===== config.mk =====
export PLATFORM = sky130hd
export DESIGN_NAME = tea_core
export DESIGN_NICKNAME = d
export VERILOG_FILES = /design/src/rtl/tea_pkg.sv /design/src/rtl/tea_mix.sv /design/src/rtl/tea_step.sv /design/src/rtl/tea_ctrl.sv /design/src/rtl/tea_core.sv
export SDC_FILE = /design/constraint.sdc
export NUM_CORES = 1
export LEC_CHECK = 0
export ABC_AREA = 0
export BUFFER_PORTS_ARGS = -buffer_cell sky130_fd_sc_hd__buf_2
export CELL_PAD_IN_SITES_DETAIL_PLACEMENT = 0
export CELL_PAD_IN_SITES_GLOBAL_PLACEMENT = 1
export CORE_AREA = 8 8 245 247
export DETAILED_ROUTE_END_ITERATION = 10
export DIE_AREA = 0 0 253 255
export PLACE_DENSITY_LB_ADDON = 0.15
export REMOVE_ABC_BUFFERS = 1
export SYNTH_ARGS = -nofsm -noshare
export SYNTH_HDL_FRONTEND = slang
export SYNTH_HIERARCHICAL = 1
export SYNTH_SLANG_ARGS = --single-unit

===== constraint.sdc =====
create_clock -name clk -period 18.5 [get_ports clk]
set_input_delay 0.925 -clock clk [delete_from_list [all_inputs] [get_ports clk]]
set_output_delay 0.925 -clock clk [all_outputs]
set_load 0.005 [all_outputs]

===== src/rtl/tea_pkg.sv =====
package tea_pkg;

    localparam int unsigned HALF_W   = 32;
    localparam int unsigned BLOCK_W  = 2 * HALF_W;
    localparam int unsigned KEY_W    = 4 * HALF_W;
    localparam int unsigned SHIFT_L  = 4;
    localparam int unsigned SHIFT_R  = 5;
    localparam logic [HALF_W-1:0] GOLDEN = 32'h9E37_79B9;

    typedef logic [HALF_W-1:0] half_t;

    typedef enum logic [0:0] {
        ST_IDLE = 1'b0,
        ST_RUN  = 1'b1
    } tea_state_e;

endpackage


===== src/rtl/tea_mix.sv =====
// Round function: ((x << L) + ka) ^ (x + s) ^ ((x >> R) + kb), modulo 2^W.
module tea_mix
    import tea_pkg::*;
(
    input  half_t x_i,
    input  half_t ka_i,
    input  half_t kb_i,
    input  half_t sum_i,
    output half_t f_o
);
    half_t lo_term;
    half_t mid_term;
    half_t hi_term;

    always_comb begin
        lo_term  = (x_i << SHIFT_L) + ka_i;
        mid_term = x_i + sum_i;
        hi_term  = (x_i >> SHIFT_R) + kb_i;   // logical, zero fill
        f_o      = lo_term ^ mid_term ^ hi_term;
    end
endmodule


===== src/rtl/tea_step.sv =====
// One full cipher cycle (two half updates) in either direction.
module tea_step
    import tea_pkg::*;
(
    input  logic  decrypt_i,
    input  half_t first_i,
    input  half_t second_i,
    input  half_t k0_i,
    input  half_t k1_i,
    input  half_t k2_i,
    input  half_t k3_i,
    input  half_t sum_i,
    output half_t first_o,
    output half_t second_o
);
    half_t src_a, tgt_a, ka_a, kb_a, f_a, upd_a;
    half_t tgt_b, ka_b, kb_b, f_b, upd_b;

    // encrypt: first += F(second,K0,K1); second += F(first',K2,K3)
    // decrypt: second -= F(first,K2,K3); first -= F(second',K0,K1)
    always_comb begin
        src_a = decrypt_i ? first_i  : second_i;
        tgt_a = decrypt_i ? second_i : first_i;
        ka_a  = decrypt_i ? k2_i     : k0_i;
        kb_a  = decrypt_i ? k3_i     : k1_i;
        tgt_b = decrypt_i ? first_i  : second_i;
        ka_b  = decrypt_i ? k0_i     : k2_i;
        kb_b  = decrypt_i ? k1_i     : k3_i;
    end

    tea_mix u_mix_a (
        .x_i  (src_a),
        .ka_i (ka_a),
        .kb_i (kb_a),
        .sum_i(sum_i),
        .f_o  (f_a)
    );

    assign upd_a = decrypt_i ? (tgt_a - f_a) : (tgt_a + f_a);

    tea_mix u_mix_b (
        .x_i  (upd_a),
        .ka_i (ka_b),
        .kb_i (kb_b),
        .sum_i(sum_i),
        .f_o  (f_b)
    );

    assign upd_b = decrypt_i ? (tgt_b - f_b) : (tgt_b + f_b);

    always_comb begin
        first_o  = decrypt_i ? upd_b : upd_a;
        second_o = decrypt_i ? upd_a : upd_b;
    end
endmodule


===== src/rtl/tea_ctrl.sv =====
// Sequencer: idle / run state machine with a cycle counter.
module tea_ctrl
    import tea_pkg::*;
#(
    parameter int unsigned ROUNDS = 32,
    localparam int unsigned CNT_W = (ROUNDS > 1) ? $clog2(ROUNDS) : 1
) (
    input  logic             clk,
    input  logic             rst_n,
    input  logic             start_i,
    output tea_state_e       state_o,
    output logic [CNT_W-1:0] rnd_o,
    output logic             load_o,
    output logic             step_o,
    output logic             done_o
);
    localparam logic [CNT_W-1:0] LAST = CNT_W'(ROUNDS - 1);

    tea_state_e       state_q, state_d;
    logic [CNT_W-1:0] rnd_q;
    logic             last_w;
    logic             done_q;

    assign last_w = (rnd_q == LAST);

    always_comb begin
        state_d = state_q;
        unique case (state_q)
            ST_IDLE: if (start_i) state_d = ST_RUN;     // accept
            ST_RUN:  if (last_w)  state_d = ST_IDLE;    // finish, else advance
            default: state_d = ST_IDLE;
        endcase
    end

    // state register
    always_ff @(posedge clk) begin
        if (!rst_n) state_q <= ST_IDLE;
        else        state_q <= state_d;
    end

    always_ff @(posedge clk) begin
        if (!rst_n)                rnd_q <= '0;
        else if (state_q == ST_IDLE) rnd_q <= '0;
        else if (!last_w)          rnd_q <= rnd_q + 1'b1;
    end

    // registered outputs
    always_ff @(posedge clk) begin
        if (!rst_n) done_q <= 1'b0;
        else        done_q <= (state_q == ST_RUN) && last_w;
    end

    assign load_o  = (state_q == ST_IDLE) && start_i;
    assign step_o  = (state_q == ST_RUN);
    assign state_o = state_q;
    assign rnd_o   = rnd_q;
    assign done_o  = done_q;
endmodule


===== src/rtl/tea_core.sv =====
module tea_core
    import tea_pkg::*;
#(
    parameter int unsigned ROUNDS = 32,
    localparam int unsigned CNT_W = (ROUNDS > 1) ? $clog2(ROUNDS) : 1
) (
    input  logic               clk,
    input  logic               rst_n,
    input  logic               start_i,
    input  logic               decrypt_i,
    input  logic [BLOCK_W-1:0] data_i,
    input  logic [KEY_W-1:0]   key_i,
    output logic [BLOCK_W-1:0] result_o,
    output logic               done_o
);
    localparam half_t SUM_END = half_t'(ROUNDS * GOLDEN);

    tea_state_e       state_w;
    logic [CNT_W-1:0] rnd_w;
    logic             load_w, step_w;

    half_t            first_q, second_q, sum_q;
    half_t            kw_q [4];
    logic             mode_q;
    half_t            sum_use, sum_nxt, first_nxt, second_nxt;

    tea_ctrl #(.ROUNDS(ROUNDS)) u_ctrl (
        .clk    (clk),
        .rst_n  (rst_n),
        .start_i(start_i),
        .state_o(state_w),
        .rnd_o  (rnd_w),
        .load_o (load_w),
        .step_o (step_w),
        .done_o (done_o)
    );

    // encrypt adds before use; decrypt uses then subtracts
    always_comb begin
        sum_use = mode_q ? sum_q : (sum_q + GOLDEN);
        sum_nxt = mode_q ? (sum_q - GOLDEN) : sum_use;
    end

    tea_step u_step (
        .decrypt_i(mode_q),
        .first_i  (first_q),
        .second_i (second_q),
        .k0_i     (kw_q[0]),
        .k1_i     (kw_q[1]),
        .k2_i     (kw_q[2]),
        .k3_i     (kw_q[3]),
        .sum_i    (sum_use),
        .first_o  (first_nxt),
        .second_o (second_nxt)
    );

    always_ff @(posedge clk) begin
        if (!rst_n) begin
            first_q  <= '0;
            second_q <= '0;
            sum_q    <= '0;
            mode_q   <= 1'b0;
        end else if (load_w) begin
            first_q  <= data_i[BLOCK_W-1:HALF_W];
            second_q <= data_i[HALF_W-1:0];
            sum_q    <= decrypt_i ? SUM_END : '0;
            mode_q   <= decrypt_i;
        end else if (step_w) begin
            first_q  <= first_nxt;
            second_q <= second_nxt;
            sum_q    <= sum_nxt;
        end
    end

    // K0 sits in the top word of the key
    for (genvar g = 0; g < 4; g++) begin : g_key
        always_ff @(posedge clk) begin
            if (!rst_n)      kw_q[g] <= '0;
            else if (load_w) kw_q[g] <= key_i[KEY_W-1-g*HALF_W -: HALF_W];
        end
    end

    assign result_o = {first_q, second_q};
endmodule


==> results.sh <==
export IMPL_outcome="complete, no violations"
export IMPL_postCtsHoldBufs=0
export IMPL_synth_area_mm2=0.0283
export IMPL_grt_max_degree=162
export IMPL_synth_simple_area_share_pct=16.2
export IMPL_crit_fanout=161
export IMPL_dr_total_vias=26469
export IMPL_cts_buffers=27
export IMPL_ys_flop_type="edfxtp_1"
export IMPL_synthDistinctLibCells=105
export IMPL_drive_gt1_share_pct=17.0
export IMPL_start_util_pct=50.6
export IMPL_worst_slew_pin_slew_ns=1.26
export IMPL_coreArea_mm2=0.0560
export IMPL_hold_violations=0
export IMPL_drtIter0Drc=2357
export IMPL_maxSlewViolCount=0
export IMPL_utilization_pct=55.4
export IMPL_insertion_delay_ns=0.61
export IMPL_synthMuxAreaShare_pct=11.4
export IMPL_post_drt_wl_per_cell_um=23.5
export IMPL_track_usage_pct=29.0
export IMPL_synth_xor_xnor_area_share_pct=14.5
export IMPL_postCtsResizedCells=0
export IMPL_grt_antenna_before_repair=0
export IMPL_nFillCells=5251
export IMPL_clk_pin_slew_ns=0.06
export IMPL_rsz0062_at_grt="false"
export IMPL_die_y_um=255
export IMPL_die_x_um=253
export IMPL_setup_viol=0
export IMPL_nNetsFinal=3886
export IMPL_cts_root_to_sink_buffers=3
export IMPL_ios=261
export IMPL_finalSetupTns_ns=0
export IMPL_async_flop_share_pct=0
export IMPL_synth_edf_count=128
export IMPL_min_path_type="reg2reg"
export IMPL_slew_headroom_pct=15.2
export IMPL_cp_end_kind="register"
export IMPL_gp_congestion=1.03
export IMPL_fmax_mhz=68.9
export IMPL_worstPathArrival_ns=15.02
export IMPL_first_pass_iters=6
export IMPL_critPathSlowestCell="xnor2_1"
export IMPL_cap_violations=0
export IMPL_vias_per_cell=6.28
export IMPL_dp_hpwl_um=81200
export IMPL_crit_type="reg2reg"
export IMPL_drc_errors=0
export IMPL_yosys_area_share_adder_pct=11.5
export IMPL_rows=87
export IMPL_grt_pass1_wl_um=146000
export IMPL_die_area_mm2=0.0645
export IMPL_ys_ff_latch=232
export IMPL_syn_to_final_growth_pct=9.66
export IMPL_synth_compound_area_share_pct=21.9
export IMPL_synth_top_family_by_area="compound AO/OA/AOI/OAI gates"
export IMPL_start_kind="register"
export IMPL_n_antenna_cell=0
export IMPL_synth_seq_area_share_pct=20.9
export IMPL_grt_overflow=0
export IMPL_portBuffers=260
export IMPL_cts_root_buf="clkbuf_16"
export IMPL_cts_setup_buffers=0
export IMPL_synth_avg_cell_area_um2=8.60
export IMPL_cpPeakStageDelay_ns=0.92
export IMPL_wl_um=99200
export IMPL_antenna_left=0
export IMPL_syn_instance_count=3288
export IMPL_cts_tree="yes"
export IMPL_skew_ns=0.0227
export IMPL_fin_crit_ns=14.52
export IMPL_period_share_pct=78.5
export IMPL_cts_sinks=232
export IMPL_grt_pass1_vias=24849
export IMPL_htree_levels=1
export IMPL_reg2reg_slack_ns=3.98
export IMPL_ys_warn_count=6
export IMPL_critPathRequiredTime_ns=19.00
## registers in the layout (all words and copies together) (netlist names)
register,flops
mode_q,1
second_q,32
u_ctrl/done_o,1
kw_q,128
u_ctrl/state_o,1
sum_q,32
u_ctrl/rnd_o,5
first_q,32
## Yosys cell counts, types with 100 or more instances
| cell type | n | area share, % |
|---|---|---|
| clkbuf_1 | 148 | 2.0 |
| edfxtp_1 | 128 | 14 |
| and3_1 | 172 | 3.8 |
| inv_1 | 100 | 1.3 |
| xnor2_1 | 358 | 11 |
| o21ai_0 | 109 | 1.9 |
| mux2_2 | 209 | 8.3 |
| dfxtp_1 | 104 | 7.4 |
| ha_1 | 247 | 11 |
| a21o_1 | 131 | 3.5 |
| nor2_1 | 144 | 1.9 |
| nand2_1 | 278 | 3.7 |
| a21oi_1 | 250 | 4.4 |
## critical path: cells and delay by family, from the launching register on
kind / cells / cell delay [ns]
AND/OR/NAND/NOR: 19 / 4.27
AO/OA/AOI/OAI: 16 / 3.92
adder cells (fa/ha/maj): 5 / 1.86
XOR/XNOR: 6 / 1.77
multiplexers: 3 / 0.98
flip-flops: 1 / 0.73
buffers and inverters: 2 / 0.65
## placed cells by master (no fill, tap or decap), types with 33 or more instances in the layout
cell type  count
xnor2_1      358
nand2_1      278
buf_2        259
a21oi_1      250
ha_1         247
mux2_2       209
and3_1       172
nor2_1       144
a21o_1       131
edfxtp_1     128
o21ai_0      109
dfxtp_1      102
inv_1         97
xor2_1        92
mux2i_1       78
o211a_1       66
nand3_1       58
nor3_1        41
a31oi_1       36
o21a_1        33
## kinds of logic (layout without fill, tap and decap cells)
family | Yosys count | after routing
flops | 232 | 232
fa+ha+maj | 255 | 255
mux | 294 | 294
buf+inv | 268 | 436
compound gates | 894 | 894
xor+xnor | 457 | 457
simple gates | 888 | 888
## final timing paths
check / startpoint / to / cells past startpoint
setup / recovery: mode_q / second_q[31] / 51
hold / removal: sum_q[29] / sum_q[29] / 2
setup reg to reg: mode_q / second_q[31] / 51
hold reg to reg: sum_q[29] / sum_q[29] / 2
## cell type report
cell class / count / area (µm²) / share of cell area, %
sequential: 232 / 5930 / 19.1
inverter: 100 / 380 / 1.23
clock buffer: 37 / 753 / 2.43
tap: 756 / 946 / 3.05
multi-input combinational: 2788 / 21300 / 68.8
timing repair buffer: 286 / 1520 / 4.91
clock inverter: 13 / 148 / 0.476
## per-stage QoR
step,setup slack [ns],area (µm²),hold WS [ns],instances
2_1_floorplan,-1.35,27600,0.464,3120
3_3_place_gp,4.46,30100,0.485,4162
3_5_place_dp,4.29,30100,0.487,4162
4_1_cts,4.28,31000,0.499,4212
5_1_grt,3.16,31000,0.512,4212
6_report,3.98,31000,0.494,4212
## metal layers
layer | up-vias | wire, µm | track usage (%)
met4 | 0 | 2210 | 6.41
met5 | - | 0 | 0
li1 | 12456 | - | -
met2 | 1187 | 41900 | 44.0
met1 | 12682 | 46100 | 42.9
met3 | 144 | 9030 | 4.54
Power is left out: the tool's default activity adds up to more than one toggle a clock period on the data nets, which glitch-free logic cannot reach.
